==> config.mk <==
export PLATFORM = sky130hd
export DESIGN_NAME = vault_entry_ctrl
export DESIGN_NICKNAME = d
export VERILOG_FILES = /design/src/rtl/vault_pkg.sv /design/src/rtl/vault_auth_fsm.sv /design/src/rtl/vault_door_seq.sv /design/src/rtl/vault_alarm_blink.sv /design/src/rtl/vault_occupancy.sv /design/src/rtl/vault_entry_ctrl.sv
export SDC_FILE = /design/constraint.sdc
export NUM_CORES = 1
export LEC_CHECK = 0
export ABC_CLOCK_PERIOD_IN_PS = 4000
export BUFFER_PORTS_ARGS = -buffer_cell sky130_fd_sc_hd__buf_2
export CORE_AREA = 2 2 67 75
export CTS_CLUSTER_DIAMETER = 30
export CTS_CLUSTER_SIZE = 10
export DETAILED_ROUTE_END_ITERATION = 8
export DIE_AREA = 0 0 69 77
export PLACE_DENSITY = 0.82
export SLEW_MARGIN = 10
export SYNTH_ARGS = -nofsm -noshare
export SYNTH_HDL_FRONTEND = slang
export SYNTH_SLANG_ARGS = --single-unit
==> constraint.sdc <==
create_clock -name clk -period 4 [get_ports clk]
set_input_delay 0.8 -clock clk [delete_from_list [all_inputs] [get_ports clk]]
set_output_delay 0.8 -clock clk [all_outputs]
set_load 0.1 [all_outputs]
==> src/rtl/vault_pkg.sv <==
package vault_pkg;

    localparam int QTR_PER_SEC = 4;

    typedef enum logic [1:0] {
        DOOR_SHUT,
        DOOR_OPENING,
        DOOR_HELD,
        DOOR_CLOSING
    } door_state_e;

    typedef enum logic [1:0] {
        AUTH_IDLE,
        AUTH_RETRY,
        AUTH_TRAP
    } auth_state_e;

    typedef enum logic [1:0] {
        ALM_OFF,
        ALM_SLOW,
        ALM_FAST
    } alarm_mode_e;

endpackage

==> src/rtl/vault_auth_fsm.sv <==
module vault_auth_fsm
    import vault_pkg::*;
#(
    parameter int               CODE_W     = 7,
    parameter logic [CODE_W-1:0] CODE_VALUE = 7'd90,
    parameter int               RETRY_Q    = 80
) (
    input  logic              clk,
    input  logic              rst_n,
    input  logic              qtr_i,
    input  logic              enter_pulse_i,
    input  logic [CODE_W-1:0] code_i,
    input  logic              ready_i,
    input  logic              sec_reset_i,
    output logic              open_go_o,
    output alarm_mode_e       mode_o,
    output auth_state_e       state_o
);

    localparam int RW = $clog2(RETRY_Q + 1);
    localparam logic [RW-1:0] RETRY_LAST = RW'(RETRY_Q - 1);

    typedef struct packed {
        auth_state_e    st;
        logic [RW-1:0]  win;
    } auth_regs_t;

    auth_regs_t cur_q, nxt_d;
    logic       attempt;
    logic       match;

    assign attempt = enter_pulse_i && ready_i;
    assign match   = (code_i == CODE_VALUE);

    always_comb begin
        nxt_d     = cur_q;
        open_go_o = 1'b0;
        if (sec_reset_i) begin
            nxt_d.st  = AUTH_IDLE;
            nxt_d.win = '0;
        end else begin
            case (cur_q.st)
                AUTH_IDLE: begin
                    if (attempt) begin
                        if (match) begin
                            open_go_o = 1'b1;
                        end else begin
                            nxt_d.st  = AUTH_RETRY;
                            nxt_d.win = '0;
                        end
                    end
                end
                AUTH_RETRY: begin
                    if (attempt && match) begin
                        open_go_o = 1'b1;
                        nxt_d.st  = AUTH_IDLE;
                    end else if (attempt) begin
                        nxt_d.st = AUTH_TRAP;
                    end else if (qtr_i) begin
                        if (cur_q.win == RETRY_LAST) begin
                            nxt_d.st = AUTH_TRAP;
                        end else begin
                            nxt_d.win = cur_q.win + 1'b1;
                        end
                    end
                end
                default: begin
                    nxt_d = cur_q;
                end
            endcase
        end
    end

    always_comb begin
        case (cur_q.st)
            AUTH_RETRY: mode_o = ALM_SLOW;
            AUTH_TRAP:  mode_o = ALM_FAST;
            default:    mode_o = ALM_OFF;
        endcase
    end

    assign state_o = cur_q.st;

    always_ff @(posedge clk) begin
        if (!rst_n) begin
            cur_q.st  <= AUTH_IDLE;
            cur_q.win <= '0;
        end else begin
            cur_q <= nxt_d;
        end
    end

endmodule

==> src/rtl/vault_door_seq.sv <==
module vault_door_seq
    import vault_pkg::*;
#(
    parameter int LED_N  = 4,
    parameter int STEP_Q = 4,
    parameter int HOLD_Q = 120
) (
    input  logic             clk,
    input  logic             rst_n,
    input  logic             qtr_i,
    input  logic             open_req_i,
    output logic [LED_N-1:0] led_o,
    output logic             open_o,
    output door_state_e      state_o
);

    localparam int LW = $clog2(LED_N + 1);
    localparam int SW = $clog2(STEP_Q + 1);
    localparam int HW = $clog2(HOLD_Q + 1);
    localparam logic [LW-1:0] LVL_FULL   = LW'(LED_N);
    localparam logic [LW-1:0] LVL_ONE    = LW'(1);
    localparam logic [LW-1:0] LVL_ALMOST = LW'(LED_N - 1);
    localparam logic [SW-1:0] STEP_LAST  = SW'(STEP_Q - 1);
    localparam logic [HW-1:0] HOLD_LAST  = HW'(HOLD_Q - 1);

    typedef struct packed {
        door_state_e    st;
        logic [LW-1:0]  lvl;
        logic [SW-1:0]  step;
        logic [HW-1:0]  hold;
    } door_regs_t;

    door_regs_t cur_q, nxt_d;

    always_comb begin
        nxt_d = cur_q;
        case (cur_q.st)
            DOOR_SHUT: begin
                if (open_req_i) begin
                    nxt_d.st   = DOOR_OPENING;
                    nxt_d.step = '0;
                end
            end
            DOOR_OPENING: begin
                if (qtr_i) begin
                    if (cur_q.step == STEP_LAST) begin
                        nxt_d.step = '0;
                        nxt_d.lvl  = cur_q.lvl - 1'b1;
                        if (cur_q.lvl == LVL_ONE) begin
                            nxt_d.st   = DOOR_HELD;
                            nxt_d.hold = '0;
                        end
                    end else begin
                        nxt_d.step = cur_q.step + 1'b1;
                    end
                end
            end
            DOOR_HELD: begin
                if (qtr_i) begin
                    if (cur_q.hold == HOLD_LAST) begin
                        nxt_d.st   = DOOR_CLOSING;
                        nxt_d.step = '0;
                        nxt_d.hold = '0;
                    end else begin
                        nxt_d.hold = cur_q.hold + 1'b1;
                    end
                end
            end
            default: begin
                if (open_req_i) begin
                    nxt_d.st   = DOOR_OPENING;
                    nxt_d.step = '0;
                end else if (qtr_i) begin
                    if (cur_q.step == STEP_LAST) begin
                        nxt_d.step = '0;
                        nxt_d.lvl  = cur_q.lvl + 1'b1;
                        if (cur_q.lvl == LVL_ALMOST) begin
                            nxt_d.st = DOOR_SHUT;
                        end
                    end else begin
                        nxt_d.step = cur_q.step + 1'b1;
                    end
                end
            end
        endcase
    end

    for (genvar g = 0; g < LED_N; g++) begin : g_bar
        assign led_o[g] = (cur_q.lvl > LW'(g));
    end

    assign open_o  = (cur_q.st == DOOR_HELD);
    assign state_o = cur_q.st;

    always_ff @(posedge clk) begin
        if (!rst_n) begin
            cur_q.st   <= DOOR_SHUT;
            cur_q.lvl  <= LVL_FULL;
            cur_q.step <= '0;
            cur_q.hold <= '0;
        end else begin
            cur_q <= nxt_d;
        end
    end

endmodule

==> src/rtl/vault_alarm_blink.sv <==
module vault_alarm_blink
    import vault_pkg::*;
#(
    parameter int LED_N       = 4,
    parameter int SLOW_HALF_Q = 4,
    parameter int FAST_HALF_Q = 1
) (
    input  logic             clk,
    input  logic             rst_n,
    input  logic             qtr_i,
    input  alarm_mode_e      mode_i,
    output logic [LED_N-1:0] led_o
);

    localparam int CW = $clog2(SLOW_HALF_Q + 1);
    localparam logic [CW-1:0] SLOW_LAST = CW'(SLOW_HALF_Q - 1);
    localparam logic [CW-1:0] FAST_LAST = CW'(FAST_HALF_Q - 1);

    typedef struct packed {
        alarm_mode_e    mode;
        logic [CW-1:0]  cnt;
        logic           lit;
    } blink_regs_t;

    blink_regs_t   cur_q, nxt_d;
    logic [CW-1:0] half_last;

    assign half_last = (cur_q.mode == ALM_FAST) ? FAST_LAST : SLOW_LAST;

    always_comb begin
        nxt_d = cur_q;
        if (mode_i != cur_q.mode) begin
            nxt_d.mode = mode_i;
            nxt_d.cnt  = '0;
            nxt_d.lit  = 1'b1;
        end else if (qtr_i && (cur_q.mode != ALM_OFF)) begin
            if (cur_q.cnt >= half_last) begin
                nxt_d.cnt = '0;
                nxt_d.lit = ~cur_q.lit;
            end else begin
                nxt_d.cnt = cur_q.cnt + 1'b1;
            end
        end
    end

    assign led_o = ((cur_q.mode != ALM_OFF) && cur_q.lit) ? '1 : '0;

    always_ff @(posedge clk) begin
        if (!rst_n) begin
            cur_q.mode <= ALM_OFF;
            cur_q.cnt  <= '0;
            cur_q.lit  <= 1'b0;
        end else begin
            cur_q <= nxt_d;
        end
    end

endmodule

==> src/rtl/vault_occupancy.sv <==
module vault_occupancy #(
    parameter int MAX_OCC = 9,
    parameter int OCC_W   = 4
) (
    input  logic             clk,
    input  logic             rst_n,
    input  logic             entry_i,
    input  logic             exit_i,
    output logic [OCC_W-1:0] count_o
);

    localparam logic [OCC_W-1:0] CAP = OCC_W'(MAX_OCC);

    typedef struct packed {
        logic             ent;
        logic             ext;
        logic [OCC_W-1:0] cnt;
    } occ_regs_t;

    occ_regs_t cur_q, nxt_d;
    logic      inc, dec;

    assign inc = entry_i && !cur_q.ent;
    assign dec = exit_i && !cur_q.ext;

    always_comb begin
        nxt_d     = cur_q;
        nxt_d.ent = entry_i;
        nxt_d.ext = exit_i;
        if (inc && !dec && (cur_q.cnt != CAP)) begin
            nxt_d.cnt = cur_q.cnt + 1'b1;
        end else if (dec && !inc && (cur_q.cnt != '0)) begin
            nxt_d.cnt = cur_q.cnt - 1'b1;
        end
    end

    assign count_o = cur_q.cnt;

    always_ff @(posedge clk) begin
        if (!rst_n) begin
            cur_q.ent <= 1'b0;
            cur_q.ext <= 1'b0;
            cur_q.cnt <= '0;
        end else begin
            cur_q <= nxt_d;
        end
    end

endmodule

==> src/rtl/vault_entry_ctrl.sv <==
module vault_entry_ctrl
    import vault_pkg::*;
#(
    parameter int                CODE_W        = 7,
    parameter logic [CODE_W-1:0] CODE_VALUE    = 7'd90,
    parameter int                TICKS_PER_SEC = 1000,
    parameter int                RETRY_SEC     = 20,
    parameter int                HOLD_SEC      = 30,
    parameter int                LED_N         = 4,
    parameter int                MAX_OCC       = 9
) (
    input  logic                           clk,
    input  logic                           rst_n,
    input  logic                           tick_i,
    input  logic [CODE_W-1:0]              code_i,
    input  logic                           enter_i,
    input  logic                           sec_reset_i,
    input  logic                           door_master_i,
    input  logic                           exit_open_i,
    input  logic                           entry_strobe_i,
    input  logic                           exit_strobe_i,
    output logic [LED_N-1:0]               door_led_o,
    output logic [LED_N-1:0]               alarm_led_o,
    output logic [$clog2(MAX_OCC+1)-1:0]   occupancy_o,
    output logic                           door_open_o
);

    localparam int OCC_W     = $clog2(MAX_OCC + 1);
    localparam int QTR_TICKS = (TICKS_PER_SEC / QTR_PER_SEC < 1) ? 1 : TICKS_PER_SEC / QTR_PER_SEC;
    localparam int QW        = $clog2(QTR_TICKS + 1);
    localparam logic [QW-1:0] QTR_LAST = QW'(QTR_TICKS - 1);
    localparam int RETRY_Q   = RETRY_SEC * QTR_PER_SEC;
    localparam int HOLD_Q    = HOLD_SEC * QTR_PER_SEC;

    typedef struct packed {
        logic [QW-1:0] pre;
        logic          enter;
        logic          master;
        logic          exit_req;
    } top_regs_t;

    top_regs_t    cur_q, nxt_d;
    logic         qtr;
    logic         enter_rise, master_rise, exit_rise;
    logic         auth_open, open_req, ready;
    alarm_mode_e  alarm_mode;
    auth_state_e  auth_st;
    door_state_e  door_st;

    assign qtr         = tick_i && (cur_q.pre == QTR_LAST);
    assign enter_rise  = enter_i && !cur_q.enter;
    assign master_rise = door_master_i && !cur_q.master;
    assign exit_rise   = exit_open_i && !cur_q.exit_req;
    assign ready       = (door_st == DOOR_SHUT) && (occupancy_o == '0);
    assign open_req    = auth_open || master_rise || exit_rise;

    always_comb begin
        nxt_d          = cur_q;
        nxt_d.enter    = enter_i;
        nxt_d.master   = door_master_i;
        nxt_d.exit_req = exit_open_i;
        if (tick_i) begin
            nxt_d.pre = qtr ? '0 : cur_q.pre + 1'b1;
        end
    end

    always_ff @(posedge clk) begin
        if (!rst_n) begin
            cur_q.pre      <= '0;
            cur_q.enter    <= 1'b0;
            cur_q.master   <= 1'b0;
            cur_q.exit_req <= 1'b0;
        end else begin
            cur_q <= nxt_d;
        end
    end

    vault_auth_fsm #(
        .CODE_W     (CODE_W),
        .CODE_VALUE (CODE_VALUE),
        .RETRY_Q    (RETRY_Q)
    ) u_auth (
        .clk           (clk),
        .rst_n         (rst_n),
        .qtr_i         (qtr),
        .enter_pulse_i (enter_rise),
        .code_i        (code_i),
        .ready_i       (ready),
        .sec_reset_i   (sec_reset_i),
        .open_go_o     (auth_open),
        .mode_o        (alarm_mode),
        .state_o       (auth_st)
    );

    vault_door_seq #(
        .LED_N  (LED_N),
        .STEP_Q (QTR_PER_SEC),
        .HOLD_Q (HOLD_Q)
    ) u_door (
        .clk        (clk),
        .rst_n      (rst_n),
        .qtr_i      (qtr),
        .open_req_i (open_req),
        .led_o      (door_led_o),
        .open_o     (door_open_o),
        .state_o    (door_st)
    );

    vault_alarm_blink #(
        .LED_N       (LED_N),
        .SLOW_HALF_Q (QTR_PER_SEC),
        .FAST_HALF_Q (1)
    ) u_blink (
        .clk    (clk),
        .rst_n  (rst_n),
        .qtr_i  (qtr),
        .mode_i (alarm_mode),
        .led_o  (alarm_led_o)
    );

    vault_occupancy #(
        .MAX_OCC (MAX_OCC),
        .OCC_W   (OCC_W)
    ) u_occ (
        .clk     (clk),
        .rst_n   (rst_n),
        .entry_i (entry_strobe_i),
        .exit_i  (exit_strobe_i),
        .count_o (occupancy_o)
    );

endmodule

==> run_results.csv <==
group,metric,value,unit
cts,cts_tree,"built",
timing,fin_crit_sh,63.5,%
cts,cts_htree_levels,2,
place,gp_congestion,0.784,
worst_setup_path,cp-end-kind,"flop",
timing,drv_slew,0,
floorplan,die_area,0.00531,mm2
floorplan,dieHeight,77,um
floorplan,io_pins,29,
power_and_ir_drop,leakage,1.20,nW
job,maxCapViolCount,0,
cts,cts-root-buf,"clkbuf_8",
global_route,grt_pass1_wl,9.11,mm
place,dp_hpwl,3.78,mm
timing,hold_viol,0,
detailed_routing,drt-vias-per-instance,5.70,
detailed_routing,wirelength,5.13,mm
final_layout,final_nets,372,
detailed_routing,vias,2235,
global_route,grt_max_degree,18,
timing,slew_headroom,59.0,%
yosys,yosysTopAreaCell,"dfxtp_1",
cts,postCtsResizedCells,0,
final_layout,layout_commonest_cell,"dfxtp_1",
worst_setup_path,crit_path_start_kind,"input pin",
timing,fmax,394,MHz
yosys,synth_ff_type,"dfxtp_1",
worst_setup_path,crit_family,"compound AO/OA/AOI/OAI gates",
detailed_routing,route.detailed.drc,0,
power_and_ir_drop,p_per_area,443,mW/mm2
yosys,yosysTopAreaCellShare,35.6,%
hold_path,min_to,"u_door.cur_q[9]$_SDFFE_PN0P_",
floorplan,die_x,69,um
detailed_routing,drtPass1Iterations,5,
floorplan,rows,26,
cts,clk_pin_slew,0.09,ns
power_and_ir_drop,vdd_ir_drop_max,327,uV
yosys,ys_seq_elements,47,
cts,numCtsBuffers,5,
yosys,synth_area,0.00264,mm2
floorplan,core,0.00455,mm2
worst_setup_path,slowest_delay,0.37,ns
timing,hold_slack,0.452,ns
run_status,status,"finished clean",
worst_setup_path,crit_top_cell,"a21oi_1",
detailed_routing,drt_iter0_drc,71,
worst_setup_path,rrSetupSlack,1.59,ns
final_layout,final_cell_mix,"47 x dfxtp_1, 41 x nor2_1, 28 x buf_2, 23 x nand2_1",
cts,post_cts_buffers,0,
place,portBuffers,28,
worst_setup_path,crit_fanout,3,
timing,fin_ws,1.46,ns
global_route,antenna_found_initial,0,
global_route,grt_pass1_vias,2135,
final_layout,drive_gt1_share,13.4,%
timing,rsz0062_at_grt,"no",
worst_setup_path,worstSetupPathType,"input pin to flop",
yosys,syn_nets,351,
worst_setup_path,rr_worst_depth,9,
timing,skew,0.00750,ns
hold_path,hold_depth,2,
hold_path,worstHoldStart,"u_door.cur_q[9]$_SDFFE_PN0P_",
timing,setup_viol,0,
yosys,synth_edf_count,0,
worst_setup_path,cpMaxStageDelayCell,"a311oi_1",
final_layout,fin_util,63.1,%
floorplan,start_util,58.0,%
yosys,ys_async_sr_fraction,0,%
global_route,grt_overflow_total,0,
worst_setup_path,worstPathArrival,2.78,ns
worst_setup_path,r2r-end,"u_occ.count_o[3]$_SDFFE_PN0P_",
cts,clockBufferDepth,2,
yosys,avgSynthCellArea,8.42,um2
timing,fin_setup_tns,0,ns
final_layout,syn2layout_area_growth,8.66,%
timing,tightestPinTransition,0.609,ns
yosys,ys_types,56,
place,pre_cts_ws,1.14,ns
cts,cts_hold_buffers,0,
yosys,synthCells,314,
worst_setup_path,crit_chain,"buf_2, nor2b_1, a311oi_1, inv_1, ha_1, a21o_1, a21oi_1, xnor2_1, or3_1, a21oi_1",
cts,clk_latency,0.30,ns
cts,cts.sinks,47,
hold_path,min_path_type,"flop to flop",
detailed_routing,wire_per_inst,13.1,um
global_route,grt_usage,20.4,%
timing,period_minus_slack,2.54,ns
yosys,synth.area.top_cells,"dfxtp_1 36%, ha_1 9.5%, nor2_1 5.8%, xor2_1 4.0%, a21oi_1 3.8%",
yosys,yosysWarnings,0,
yosys,ys_seq_area_share,35.6,%
worst_setup_path,required,4.23,ns
worst_setup_path,r2r-start,"u_occ.count_o[1]$_SDFFE_PN0P_",
detailed_routing,antenna_left,0,
worst_setup_path,cp.buffers_inverters,2,
final_layout,antennaDiodeCount,0,
## metal layers
| layer | wire (um) | up-vias | GRT usage (%) | part of all wire, % |
|---|---|---|---|---|
| li1 | - | 1129 | - | - |
| met4 | 78 | 0 | 6.47 | 1.5 |
| met5 | 0 | - | 0 | 0 |
| met2 | 2560 | 38 | 37.1 | 50 |
| met3 | 148 | 5 | 3.42 | 2.9 |
| met1 | 2350 | 1063 | 24.3 | 46 |
## through the flow
step	instance area [um2]	power, W	instances
finish	2870	0.00127	392
floorplan	2640	0.000899	314
global placement	2770	0.000949	384
global route	2870	0.00135	392
detailed placement	2770	0.000962	384
CTS	2870	0.00128	392
## report_power, final
| group | switching, W | internal, W | leakage, nW |
|---|---|---|---|
| registers | 0.0000344 | 0.000498 | 0.382 |
| clock network | 0.000160 | 0.000157 | 0.0505 |
| logic | 0.000289 | 0.000134 | 0.770 |
## layout make-up
type | instances | area (um2)
Clock inverter | 1 | 7.51
Tap cell | 56 | 70.1
Multi-Input combinational cell | 234 | 1540
Inverter | 18 | 67.6
Fill cell | 425 | 1680
Timing Repair Buffer | 29 | 148
Clock buffer | 7 | 96.3
Sequential cell | 47 | 941
## synth_stat cells, drive strengths merged, types with 2 or more instances
cell     count
a211oi       3
a21o         2
a21oi       20
a22oi        2
a311oi       2
a31oi        3
and2         7
and3         3
buf          9
clkbuf       6
dfxtp       47
ha          20
inv         18
mux2i        9
nand2       23
nand2b       9
nand3        6
nand4        8
nand4b       3
nor2        41
nor2b        3
nor3         8
o2111ai      3
o21ai       13
o22ai        2
o31ai        2
or2          2
or3          6
or4          2
xnor2        5
xor2        12
## worst max-delay path by stage
stage | depth (start not counted) | slack [ns] | startpoint | endpoint
final | 10 | 1.46 | exit_strobe_i | u_occ.count_o[3]$_SDFFE_PN0P_
after global routing | 10 | 1.31 | exit_strobe_i | u_occ.count_o[3]$_SDFFE_PN0P_
after CTS | 10 | 1.46 | exit_strobe_i | u_occ.count_o[3]$_SDFFE_PN0P_
after detailed placement | 10 | 1.14 | exit_strobe_i | u_occ.count_o[3]$_SDFFE_PN0P_
after global placement | 10 | 1.21 | exit_strobe_i | u_occ.count_o[3]$_SDFFE_PN0P_
after floorplan | 3 | 0.46 | u_door.cur_q[10]$_SDFFE_PN0P_ | door_led_o[2]
## cell families after synthesis
| kind of cell | count (synthesis) | synth area share (%) |
|---|---|---|
| adders and majority gates | 21 | 10.2 |
| xor gates and xnor gates | 17 | 5.63 |
| muxes | 9 | 3.41 |
| and+or+nand+nor | 127 | 24.7 |
| DFF | 47 | 35.6 |
| buffers and inverters | 33 | 6.06 |
| AOI/OAI and AO/OA | 60 | 14.4 |
## worst register-to-register path, delay by kind of cell, from the launching register on
kind | cells | cell delay, ns
AOI/OAI and AO/OA | 4 | 0.93
and+or+nand+nor | 2 | 0.41
adders and majority gates | 1 | 0.30
DFF | 1 | 0.45
xor gates and xnor gates | 1 | 0.10
buffers and inverters | 1 | 0.16
## registers in the layout, indices dropped and copies added (netlist names)
name	cells
cur_q	11
u_auth.cur_q	7
u_auth.state_o	2
u_blink.cur_q	6
u_door.cur_q	13
u_door.state_o	2
u_occ.count_o	4
u_occ.cur_q	2
Note: power is estimated with default switching activity, not from simulation.
